===== config.mk =====
export PLATFORM = sky130hd
export DESIGN_NAME = rtc_emu_flaggen
export DESIGN_NICKNAME = d
export VERILOG_FILES = /design/src/rtl/rtc_emu_pkg.sv /design/src/rtl/rtc_emu_regs.sv /design/src/rtl/rtc_emu_match.sv /design/src/rtl/rtc_emu_pdiv.sv /design/src/rtl/rtc_emu_flaggen.sv
export SDC_FILE = /design/constraint.sdc
export NUM_CORES = 1
export LEC_CHECK = 0
export BUFFER_PORTS_ARGS = -buffer_cell sky130_fd_sc_hd__buf_2
export CORE_MARGIN = 2
export CORE_UTILIZATION = 35
export DETAILED_ROUTE_END_ITERATION = 6
export HOLD_SLACK_MARGIN = 0.02
export MAX_ROUTING_LAYER = met4
export PLACE_DENSITY = 0.55
export SYNTH_ARGS = -nofsm -noshare
export SYNTH_HDL_FRONTEND = slang
export SYNTH_SLANG_ARGS = --single-unit

===== constraint.sdc =====
create_clock -name clk -period 7.2 [get_ports clk]
set_clock_uncertainty 0.1 [all_clocks]
set_input_delay 1.08 -clock clk [delete_from_list [all_inputs] [get_ports clk]]
set_output_delay 1.08 -clock clk [all_outputs]
set_load 0.01 [all_outputs]

===== src/rtl/rtc_emu_pkg.sv =====
package rtc_emu_pkg;

    localparam int FLAG_W      = 16;
    localparam int BIT_UPD     = 4;
    localparam int BIT_ALM     = 5;
    localparam int BIT_PER     = 6;
    localparam int BIT_PEND    = 7;
    localparam int CNT_LSB     = 8;

    typedef struct packed {
        logic per;
        logic alm;
        logic upd;
    } en_t;

    typedef struct packed {
        logic per;
        logic alm;
        logic upd;
    } hit_t;

    function automatic logic any_hit(hit_t h);
        return h.upd | h.alm | h.per;
    endfunction

    // pending bit, one-interrupt count and event bits
    function automatic logic [FLAG_W-1:0] compose_word(hit_t h);
        logic [FLAG_W-1:0] w;
        w = '0;
        if (any_hit(h)) begin
            w[BIT_UPD]            = h.upd;
            w[BIT_ALM]            = h.alm;
            w[BIT_PER]            = h.per;
            w[BIT_PEND]           = 1'b1;
            w[FLAG_W-1:CNT_LSB]   = 8'd1;
        end
        return w;
    endfunction

    // divide limit from rate code
    function automatic int unsigned div_limit(int unsigned code, int unsigned def_shift);
        if (code <= def_shift)
            return 32'd1 << (def_shift - code);
        return 32'd1;
    endfunction

endpackage


===== src/rtl/rtc_emu_regs.sv =====
module rtc_emu_regs
    import rtc_emu_pkg::*;
#(
    parameter int HOUR_W    = 5,
    parameter int MIN_W     = 6,
    parameter int SEC_W     = 6,
    parameter int RATE_W    = 4,
    parameter int DEF_SHIFT = 6,
    parameter int MIN_CODE  = 1,
    parameter int MAX_CODE  = 13
) (
    input  logic              clk,
    input  logic              rst,
    input  logic [2:0]        en_set,
    input  logic [2:0]        en_clr,
    input  logic              alarm_wr,
    input  logic [HOUR_W-1:0] alarm_hour,
    input  logic [MIN_W-1:0]  alarm_min,
    input  logic [SEC_W-1:0]  alarm_sec,
    input  logic              rate_wr,
    input  logic [RATE_W-1:0] rate_code,
    output en_t               en_q,
    output logic [HOUR_W-1:0] alm_h_q,
    output logic [MIN_W-1:0]  alm_m_q,
    output logic [SEC_W-1:0]  alm_s_q,
    output logic [RATE_W-1:0] rate_q,
    output logic [RATE_W-1:0] shift_o
);

    localparam logic [RATE_W-1:0] CODE_LO  = RATE_W'(MIN_CODE);
    localparam logic [RATE_W-1:0] CODE_HI  = RATE_W'(MAX_CODE);
    localparam logic [RATE_W-1:0] CODE_DEF = RATE_W'(DEF_SHIFT);

    logic [RATE_W-1:0] code_clamped;

    // clamp requested rate
    always_comb begin
        if (rate_code < CODE_LO)
            code_clamped = CODE_LO;
        else if (rate_code > CODE_HI)
            code_clamped = CODE_HI;
        else
            code_clamped = rate_code;
    end

    // clear mask then set mask
    always_ff @(posedge clk) begin
        if (rst) begin
            en_q <= '0;
        end else begin
            en_q <= en_t'((3'(en_q) & ~en_clr) | en_set);
        end
    end

    always_ff @(posedge clk) begin
        if (rst) begin
            alm_h_q <= '0;
            alm_m_q <= '0;
            alm_s_q <= '0;
        end else if (alarm_wr) begin
            alm_h_q <= alarm_hour;
            alm_m_q <= alarm_min;
            alm_s_q <= alarm_sec;
        end
    end

    always_ff @(posedge clk) begin
        if (rst)
            rate_q <= CODE_DEF;
        else if (rate_wr)
            rate_q <= code_clamped;
    end

    // poll rate request
    always_comb begin
        if (en_q.per && (rate_q > CODE_DEF))
            shift_o = rate_q;
        else
            shift_o = CODE_DEF;
    end

endmodule


===== src/rtl/rtc_emu_match.sv =====
module rtc_emu_match
    import rtc_emu_pkg::*;
#(
    parameter int HOUR_W = 5,
    parameter int MIN_W  = 6,
    parameter int SEC_W  = 6
) (
    input  logic              clk,
    input  logic              rst,
    input  logic              act,
    input  en_t               en,
    input  logic [HOUR_W-1:0] cur_hour,
    input  logic [MIN_W-1:0]  cur_min,
    input  logic [SEC_W-1:0]  cur_sec,
    input  logic [HOUR_W-1:0] alm_h,
    input  logic [MIN_W-1:0]  alm_m,
    input  logic [SEC_W-1:0]  alm_s,
    output logic              hit_upd,
    output logic              hit_alm
);

    logic [SEC_W-1:0] last_sec_q;
    logic             time_eq;

    assign time_eq = (cur_hour == alm_h) && (cur_min == alm_m) && (cur_sec == alm_s);

    // seconds moved since last recorded
    assign hit_upd = act && en.upd && (cur_sec != last_sec_q);
    // full time match
    assign hit_alm = act && en.alm && time_eq;

    always_ff @(posedge clk) begin
        if (rst)
            last_sec_q <= '0;
        else if (act && en.upd)
            last_sec_q <= cur_sec;
    end

endmodule


===== src/rtl/rtc_emu_pdiv.sv =====
module rtc_emu_pdiv
    import rtc_emu_pkg::*;
#(
    parameter int RATE_W    = 4,
    parameter int MISS_W    = 4,
    parameter int CNT_W     = 8,
    parameter int DEF_SHIFT = 6
) (
    input  logic              clk,
    input  logic              rst,
    input  logic              act,
    input  logic              pie,
    input  logic              clr,
    input  logic [RATE_W-1:0] rate,
    input  logic [MISS_W-1:0] missed,
    output logic              hit_per
);

    localparam int SUM_W = ((CNT_W > MISS_W) ? CNT_W : MISS_W) + 2;

    logic [CNT_W-1:0] cnt_q;
    logic [SUM_W-1:0] sum;
    logic [SUM_W-1:0] limit;

    // credit missed strobes plus this one
    assign sum   = SUM_W'(cnt_q) + SUM_W'(missed) + SUM_W'(1);
    assign limit = SUM_W'(div_limit(32'(rate), DEF_SHIFT));

    assign hit_per = act && pie && (sum >= limit);

    always_ff @(posedge clk) begin
        if (rst || clr || !pie)
            cnt_q <= '0;
        else if (act)
            cnt_q <= hit_per ? '0 : sum[CNT_W-1:0];
    end

endmodule


===== src/rtl/rtc_emu_flaggen.sv =====
module rtc_emu_flaggen
    import rtc_emu_pkg::*;
#(
    parameter int HOUR_W    = 5,
    parameter int MIN_W     = 6,
    parameter int SEC_W     = 6,
    parameter int MISS_W    = 4,
    parameter int RATE_W    = 4,
    parameter int CNT_W     = 8,
    parameter int DEF_SHIFT = 6,
    parameter int MIN_CODE  = 1,
    parameter int MAX_CODE  = 13
) (
    input  logic              clk,
    input  logic              rst,
    input  logic              poll_strobe,
    input  logic [HOUR_W-1:0] cur_hour,
    input  logic [MIN_W-1:0]  cur_min,
    input  logic [SEC_W-1:0]  cur_sec,
    input  logic [MISS_W-1:0] missed_ticks,
    input  logic [2:0]        en_set,
    input  logic [2:0]        en_clr,
    input  logic              alarm_wr,
    input  logic [HOUR_W-1:0] alarm_hour,
    input  logic [MIN_W-1:0]  alarm_min,
    input  logic [SEC_W-1:0]  alarm_sec,
    input  logic              rate_wr,
    input  logic [RATE_W-1:0] rate_code,
    output logic              irq_pulse,
    output logic [15:0]       flag_word,
    output logic              poll_en,
    output logic [RATE_W-1:0] poll_shift
);

    en_t               en_q;
    logic [HOUR_W-1:0] alm_h;
    logic [MIN_W-1:0]  alm_m;
    logic [SEC_W-1:0]  alm_s;
    logic [RATE_W-1:0] rate_q;
    logic              act;
    hit_t              hits;

    rtc_emu_regs #(
        .HOUR_W(HOUR_W), .MIN_W(MIN_W), .SEC_W(SEC_W), .RATE_W(RATE_W),
        .DEF_SHIFT(DEF_SHIFT), .MIN_CODE(MIN_CODE), .MAX_CODE(MAX_CODE)
    ) u_regs (
        .clk(clk), .rst(rst),
        .en_set(en_set), .en_clr(en_clr),
        .alarm_wr(alarm_wr), .alarm_hour(alarm_hour),
        .alarm_min(alarm_min), .alarm_sec(alarm_sec),
        .rate_wr(rate_wr), .rate_code(rate_code),
        .en_q(en_q), .alm_h_q(alm_h), .alm_m_q(alm_m), .alm_s_q(alm_s),
        .rate_q(rate_q), .shift_o(poll_shift)
    );

    // polling only while any enable is set
    assign poll_en = en_q.upd | en_q.alm | en_q.per;
    assign act     = poll_strobe & poll_en;

    rtc_emu_match #(
        .HOUR_W(HOUR_W), .MIN_W(MIN_W), .SEC_W(SEC_W)
    ) u_match (
        .clk(clk), .rst(rst), .act(act), .en(en_q),
        .cur_hour(cur_hour), .cur_min(cur_min), .cur_sec(cur_sec),
        .alm_h(alm_h), .alm_m(alm_m), .alm_s(alm_s),
        .hit_upd(hits.upd), .hit_alm(hits.alm)
    );

    rtc_emu_pdiv #(
        .RATE_W(RATE_W), .MISS_W(MISS_W), .CNT_W(CNT_W), .DEF_SHIFT(DEF_SHIFT)
    ) u_pdiv (
        .clk(clk), .rst(rst), .act(act), .pie(en_q.per), .clr(rate_wr),
        .rate(rate_q), .missed(missed_ticks), .hit_per(hits.per)
    );

    // registered pulse and word
    always_ff @(posedge clk) begin
        if (rst) begin
            irq_pulse <= 1'b0;
            flag_word <= '0;
        end else begin
            irq_pulse <= any_hit(hits);
            flag_word <= compose_word(hits);
        end
    end

endmodule


**Yosys cells after proc, flatten, opt, wreduce, memory -nomap -nowiden**

Cells that the tools add are included.

- Latch bits: 0
- Bits in writable memories: 0
- Word-level logic and storage cells: 56
- Memories: 0
- Input port bits: 53
- Register bits: 55
- Bits in read-only memories: 0

- Divide/modulo/power cells: 0
- Bitwise operators: 9
- Reduce and logical (&&, ||, !) cells: 13
- Order comparisons: 5
- $mul: 0
- Equal/unequal tests: 4
- Add/sub/neg operators: 3
- Shift operators: 1
- Muxes and demuxes: 8

Operator list:

| kind | count |
|---|---|
| 1-bit by 32-bit << shifter with 10-bit output, first input constant | 1 |
| 10-bit two-way mux | 2 |
| 6-bit equality test | 2 |
| 4-bit two-way mux | 3 |
| 10-bit by 1-bit adder with 10-bit output, second input constant | 1 |
| 10-bit >= comparator | 1 |
| 8-bit by 4-bit adder with 9-bit output | 1 |
| 1-bit logical AND | 9 |
| 8-bit two-way mux | 1 |
| 6-bit inequality test | 1 |
| 5-bit equality test | 1 |
| 5-bit two-way mux | 1 |
| 3-bit by 4-bit subtractor with 5-bit output, first input constant | 1 |
| 4-bit by 3-bit greater-than comparator with 1-bit output, second input constant | 1 |
| 4-bit greater-than comparator, second input constant | 1 |
| 4-bit by 3-bit less-or-equal comparator with 1-bit output, second input constant | 1 |
| 4-bit by 1-bit less-than comparator with 1-bit output, second input constant | 1 |
| 1-bit OR | 4 |
| 3-bit AND | 1 |
| 3-bit NOT | 1 |
| 3-bit OR | 1 |
| 1-bit logical OR | 2 |
| 2-bit OR reduction | 1 |
| 1-bit AND | 1 |
| other kinds (3) | 3 |

**Longest topological paths before layout**

- Depth after elaboration: 9
- Gate-level depth with buffers: 15
- Depth with buffers taken out: 15

**Modules after synthesis**

A second synthesis with hierarchy kept.

- Cell total of the unflattened synthesis: 283
- Area total of the unflattened synthesis: 2463.6 um^2

By module, submodules not included:

| module | cells an instance | area an instance (um^2) | times used | sequential area each (um^2) |
|---|---|---|---|---|
| rtc_emu_regs | 89 | 902.1 | 1 | 480.5 |
| rtc_emu_pdiv | 112 | 863.3 | 1 | 160.2 |
| rtc_emu_match | 57 | 469.2 | 1 | 120.1 |
| rtc_emu_flaggen | 25 | 229.0 | 1 | 80.1 |

**Worst setup path before layout**

No wires, ideal clock.

- Path kind: input to register
- Start: in missed_ticks[0]
- End: reg u_pdiv.cnt_q[4]
- Arrival time: 4.128 ns
- Path slack: 2.881 ns
- Stages on the path: 13
- Buffers on the path: 0
- Library setup time: 0.091 ns
- Required time: 7.009 ns
- Path through: ha_1 -> fa_1 -> a21o_2 -> a21oi_1 -> nand3b_1 -> a31o_2 -> xnor2_1 -> ha_1 -> and3_1 -> a221oi_1 -> o31a_1 -> a21oi_1 -> a311oi_1

- Longest elaborated chain between the ends: 5

RTL lines:

| element | line | source |
|---|---|---|
| from (decl) | rtc_emu_flaggen.sv:20 | `input logic [MISS_W-1:0] missed_ticks,` |
| 8-bit by 4-bit adder with 9-bit output * | rtc_emu_pdiv.sv:26 | `assign sum = SUM_W'(cnt_q) + SUM_W'(missed) + SUM_W'(1);` |
| 10-bit by 1-bit adder with 10-bit output * | rtc_emu_pdiv.sv:26 |  |
| 10-bit >= comparator | rtc_emu_pdiv.sv:29 | `assign hit_per = act && pie && (sum >= limit);` |
| 1-bit logical AND | rtc_emu_pdiv.sv:29 |  |
| 8-bit two-way mux * | rtc_emu_pdiv.sv:35 | `cnt_q <= hit_per ? '0 : sum[CNT_W-1:0];` |
| to (signal assigned) | rtc_emu_pdiv.sv:35 |  |
| to (decl) | rtc_emu_pdiv.sv:21 | `logic [CNT_W-1:0] cnt_q;` |

Every way passes the cells marked *; elsewhere a longest branch is shown, timed or not.
A chain may end at the register's enable or synchronous reset.

**Worst setup path in the final report**

Same ends and word-level chain as after synthesis.

==> run_results.csv <==
group,metric,value,unit
status,outcome,"complete, no violations",
floorplanning,core,0.00718,mm2
place,io_buffers,63,
global_route,grt_pass1_wl,9.45,mm
detailed_routing,antenna_left,0,
detailed_routing,drt-pass1-iter-count,4,
final_layout,layout_common_cells,"buf_2, dfxtp_1, nor2_1",
final_layout,num-fill-cells,755,
worst_setup_path,timing.rr.end,"u_pdiv.cnt_q[4]",
worst_setup_path,startpoint_type,"input pin",
worst_setup_path,cp-endpoint,"u_pdiv.cnt_q[4]",
place,hpwl,4.30,mm
pwr,p_per_area,169,mW/mm2
timing,setup-violations-final,0,
global_route,grt_pass1_vias,2046,
pwr,leakage,1.34,nW
worst_setup_path,critPathKind,"in -> reg",
clock_tree,clockRootBuffer,"clkbuf_8",
clock_tree,tritoncts,"yes",
worst_setup_path,rr_worst_depth,13,
clock_tree,cts_hold_buf,0,
final_layout,drive_above_1_share,20.8,%
synth,synth.avg_cell_area,8.51,um2
place,place.gp.congestion,0.788,
clock_tree,cts_buffer_depth,2,
clock_tree,cts_setup_buffers,0,
global_route,grt_max_degree,36,
final_layout,syn_to_final_growth,16.5,%
final_layout,nets,430,
final_layout,multi_input_area,0.00160,mm2
floorplanning,die_w,89.8,um
timing,fin_ws,2720,ps
clock_tree,cts.sinks,42,
synth,synth_ff_type,"dfxtp_1",
timing,slew_headroom,55.9,%
job,maxCapViolCount,0,
place,dp_slack,2460,ps
synth,async_flop_share,0,%
detailed_routing,wirelength,5.54,mm
pwr,p_total,0.000507,W
detailed_routing,vias,2152,
timing,fin_crit_sh,62.3,%
timing,finalMaxSlewViolations,0,
timing,worst_slew_pin_slew,661,ps
floorplanning,num_rows,31,
final_layout,regArea,841,um2
worst_hold_path,hp-class,"reg -> reg",
detailed_routing,via_per_inst,4.69,
timing,period_needed,4480,ps
worst_setup_path,endpoint_kind,"flop",
clock_tree,clkTransAtPathRegs,80,ps
clock_tree,cts_buffers,5,
worst_setup_path,critPathMaxStageDelay,420,ps
detailed_routing,drt-wirelength-per-cell,12.1,um
global_route,antenna_found_initial,0,
timing,rsz0062_at_grt,"false",
floorplanning,floorplan.initialDensity,35.9,%
global_route,grt_usage,14.5,%
detailed_routing,drc,0,
worst_setup_path,slowest_stage,"fa_1",
synth,netlist_area,0.00258,mm2
floorplanning,die_area,0.00807,mm2
timing,hold-worst-slack,372,ps
synth,synth_edf_count,0,
worst_setup_path,crit_required,7300,ps
pwr,ir_drop,0.0000859,V
worst_setup_path,critPathMaxFanout,7,
synth,netlist_instances,303,
worst_hold_path,min-delay-start,"u_match.last_sec_q[4]",
worst_setup_path,arrival,4580,ps
clock_tree,cts_max_level,2,
clock_tree,insertion_delay,290,ps
final_layout,final_common_cell,"buf_2",
detailed_routing,drt_iter0_drc,112,
synth,yosysWarnings,0,
worst_setup_path,reg2reg_slack,3280,ps
final_layout,antennaDiodeCount,0,
timing,hold_viol,0,
timing,max_freq,0.223,GHz
synth,ys_seq_elements,42,
timing,tns,0,ps
worst_setup_path,timing.rr.start,"u_pdiv.cnt_q[0]",
floorplanning,pin_count,75,
global_route,gr-total-overflow,0,
worst_setup_path,crit_start,"missed_ticks[0]",
synth,ys_seq_area_share,32.6,%
worst_setup_path,worstPathCellList,"buf_2 -> ha_1 -> fa_1 -> a21o_2 -> a21oi_1 -> nand3b_1 -> a31o_2 -> xnor2_1 -> ha_1 -> and3_1 -> a221oi_1 -> o31a_1 -> a21oi_1 -> a311oi_1",
clock_tree,ctsResizeCount,0,
synth,ys_types,48,
floorplanning,die-height,89.8,um
[Yosys cell counts, types with 2 or more instances]
| library cell | instances | area (um2) |
|---|---|---|
| xor2_1 | 12 | 105 |
| a21oi_1 | 17 | 85.1 |
| nand3_1 | 15 | 75.1 |
| nor2_1 | 39 | 146 |
| and2_1 | 2 | 12.5 |
| dfxtp_1 | 42 | 841 |
| buf_4 | 14 | 105 |
| conb_1 | 2 | 7.51 |
| xnor2_1 | 19 | 166 |
| nor2b_1 | 5 | 31.3 |
| or3_1 | 4 | 25.0 |
| nand3b_1 | 2 | 15.0 |
| nand2b_1 | 7 | 43.8 |
| nand4_1 | 5 | 31.3 |
| a211oi_1 | 2 | 15.0 |
| a31oi_1 | 3 | 18.8 |
| or4_1 | 2 | 15.0 |
| clkbuf_1 | 10 | 37.5 |
| o21ai_0 | 5 | 25.0 |
| nor4_1 | 2 | 12.5 |
| nor3_1 | 3 | 15.0 |
| mux2i_1 | 18 | 180 |
| ha_1 | 17 | 213 |
| inv_1 | 8 | 30.0 |
| o31ai_1 | 2 | 15.0 |
| and3_1 | 3 | 18.8 |
| a31o_2 | 2 | 17.5 |
| nand2_1 | 19 | 71.3 |
| a22oi_1 | 3 | 22.5 |
[worst max-delay path, delay by kind of cell]
kind | cells | cell delay (ps)
adders and majority gates | 3 | 960
xor gates and xnor gates | 1 | 140
buffers and inverters | 1 | 100
and+or+nand+nor | 2 | 300
AOI/OAI and AO/OA | 7 | 1990
[layer usage]
metal	vias to the layer above	share of wire (%)	GRT usage, %
met1	950	51	20.6
met4	0	0.036	3.72
met2	57	44	20.8
met5	-	0	-
met3	2	4.9	3.35
li1	1143	-	-
[power breakdown]
group	leakage, nW	total [W]	switching, W	internal (W)
registers	0.345	0.000253	0.00000993	0.000243
clock network	0.0482	0.000154	0.0000770	0.0000774
logic	0.942	0.000101	0.0000535	0.0000470
total	1.34	0.000507	0.000140	0.000367
[cell families (layout without fill, tap and decap cells)]
group	Yosys count	after routing	synth area share, %
DFF	42	42	32.6
AOI/OAI and AO/OA	51	51	13.8
muxes	18	18	6.99
and+or+nand+nor	108	108	19.9
other	2	13	0.291
xor gates and xnor gates	31	31	10.5
adders and majority gates	18	18	9.02
buffers and inverters	33	79	6.84
[worst min-delay path by stage]
stage | end | slack [ps] | cells past startpoint
2_1_floorplan | u_match.last_sec_q[2] | 350 | 2
3_3_place_gp | u_match.last_sec_q[4] | 350 | 2
3_5_place_dp | u_match.last_sec_q[4] | 360 | 2
4_1_cts | u_match.last_sec_q[4] | 370 | 2
5_1_grt | u_match.last_sec_q[4] | 390 | 2
6_report | u_match.last_sec_q[4] | 370 | 2
[flip-flops by register name, indices dropped and copies added, names as in the netlist]
register            count
flag_word               4
u_regs.en_q             3
u_regs.alm_m_q          6
u_pdiv.cnt_q            8
u_regs.rate_q           4
u_regs.alm_s_q          6
u_match.last_sec_q      6
u_regs.alm_h_q          5
[per-stage QoR]
stage / cell area (um2) / utilization, % / cells
detailed placement: 2910 / 40.6 / 451
finish: 3000 / 41.9 / 459
floorplan: 2620 / - / 314
global placement: 2910 / 40.6 / 451
global route: 3000 / 41.9 / 459
CTS: 3000 / 41.9 / 459
[area by class of cell]
cell class                      count  area share (%)
Multi-Input combinational cell    239            53.4
Sequential cell                    42            28.0
Timing Repair Buffer               63            10.5
Tap cell                           99            4.12
Clock buffer                        7            2.87
Inverter                            8            1.00
Clock inverter                      1           0.167
Power figures use the tool's default switching activity.
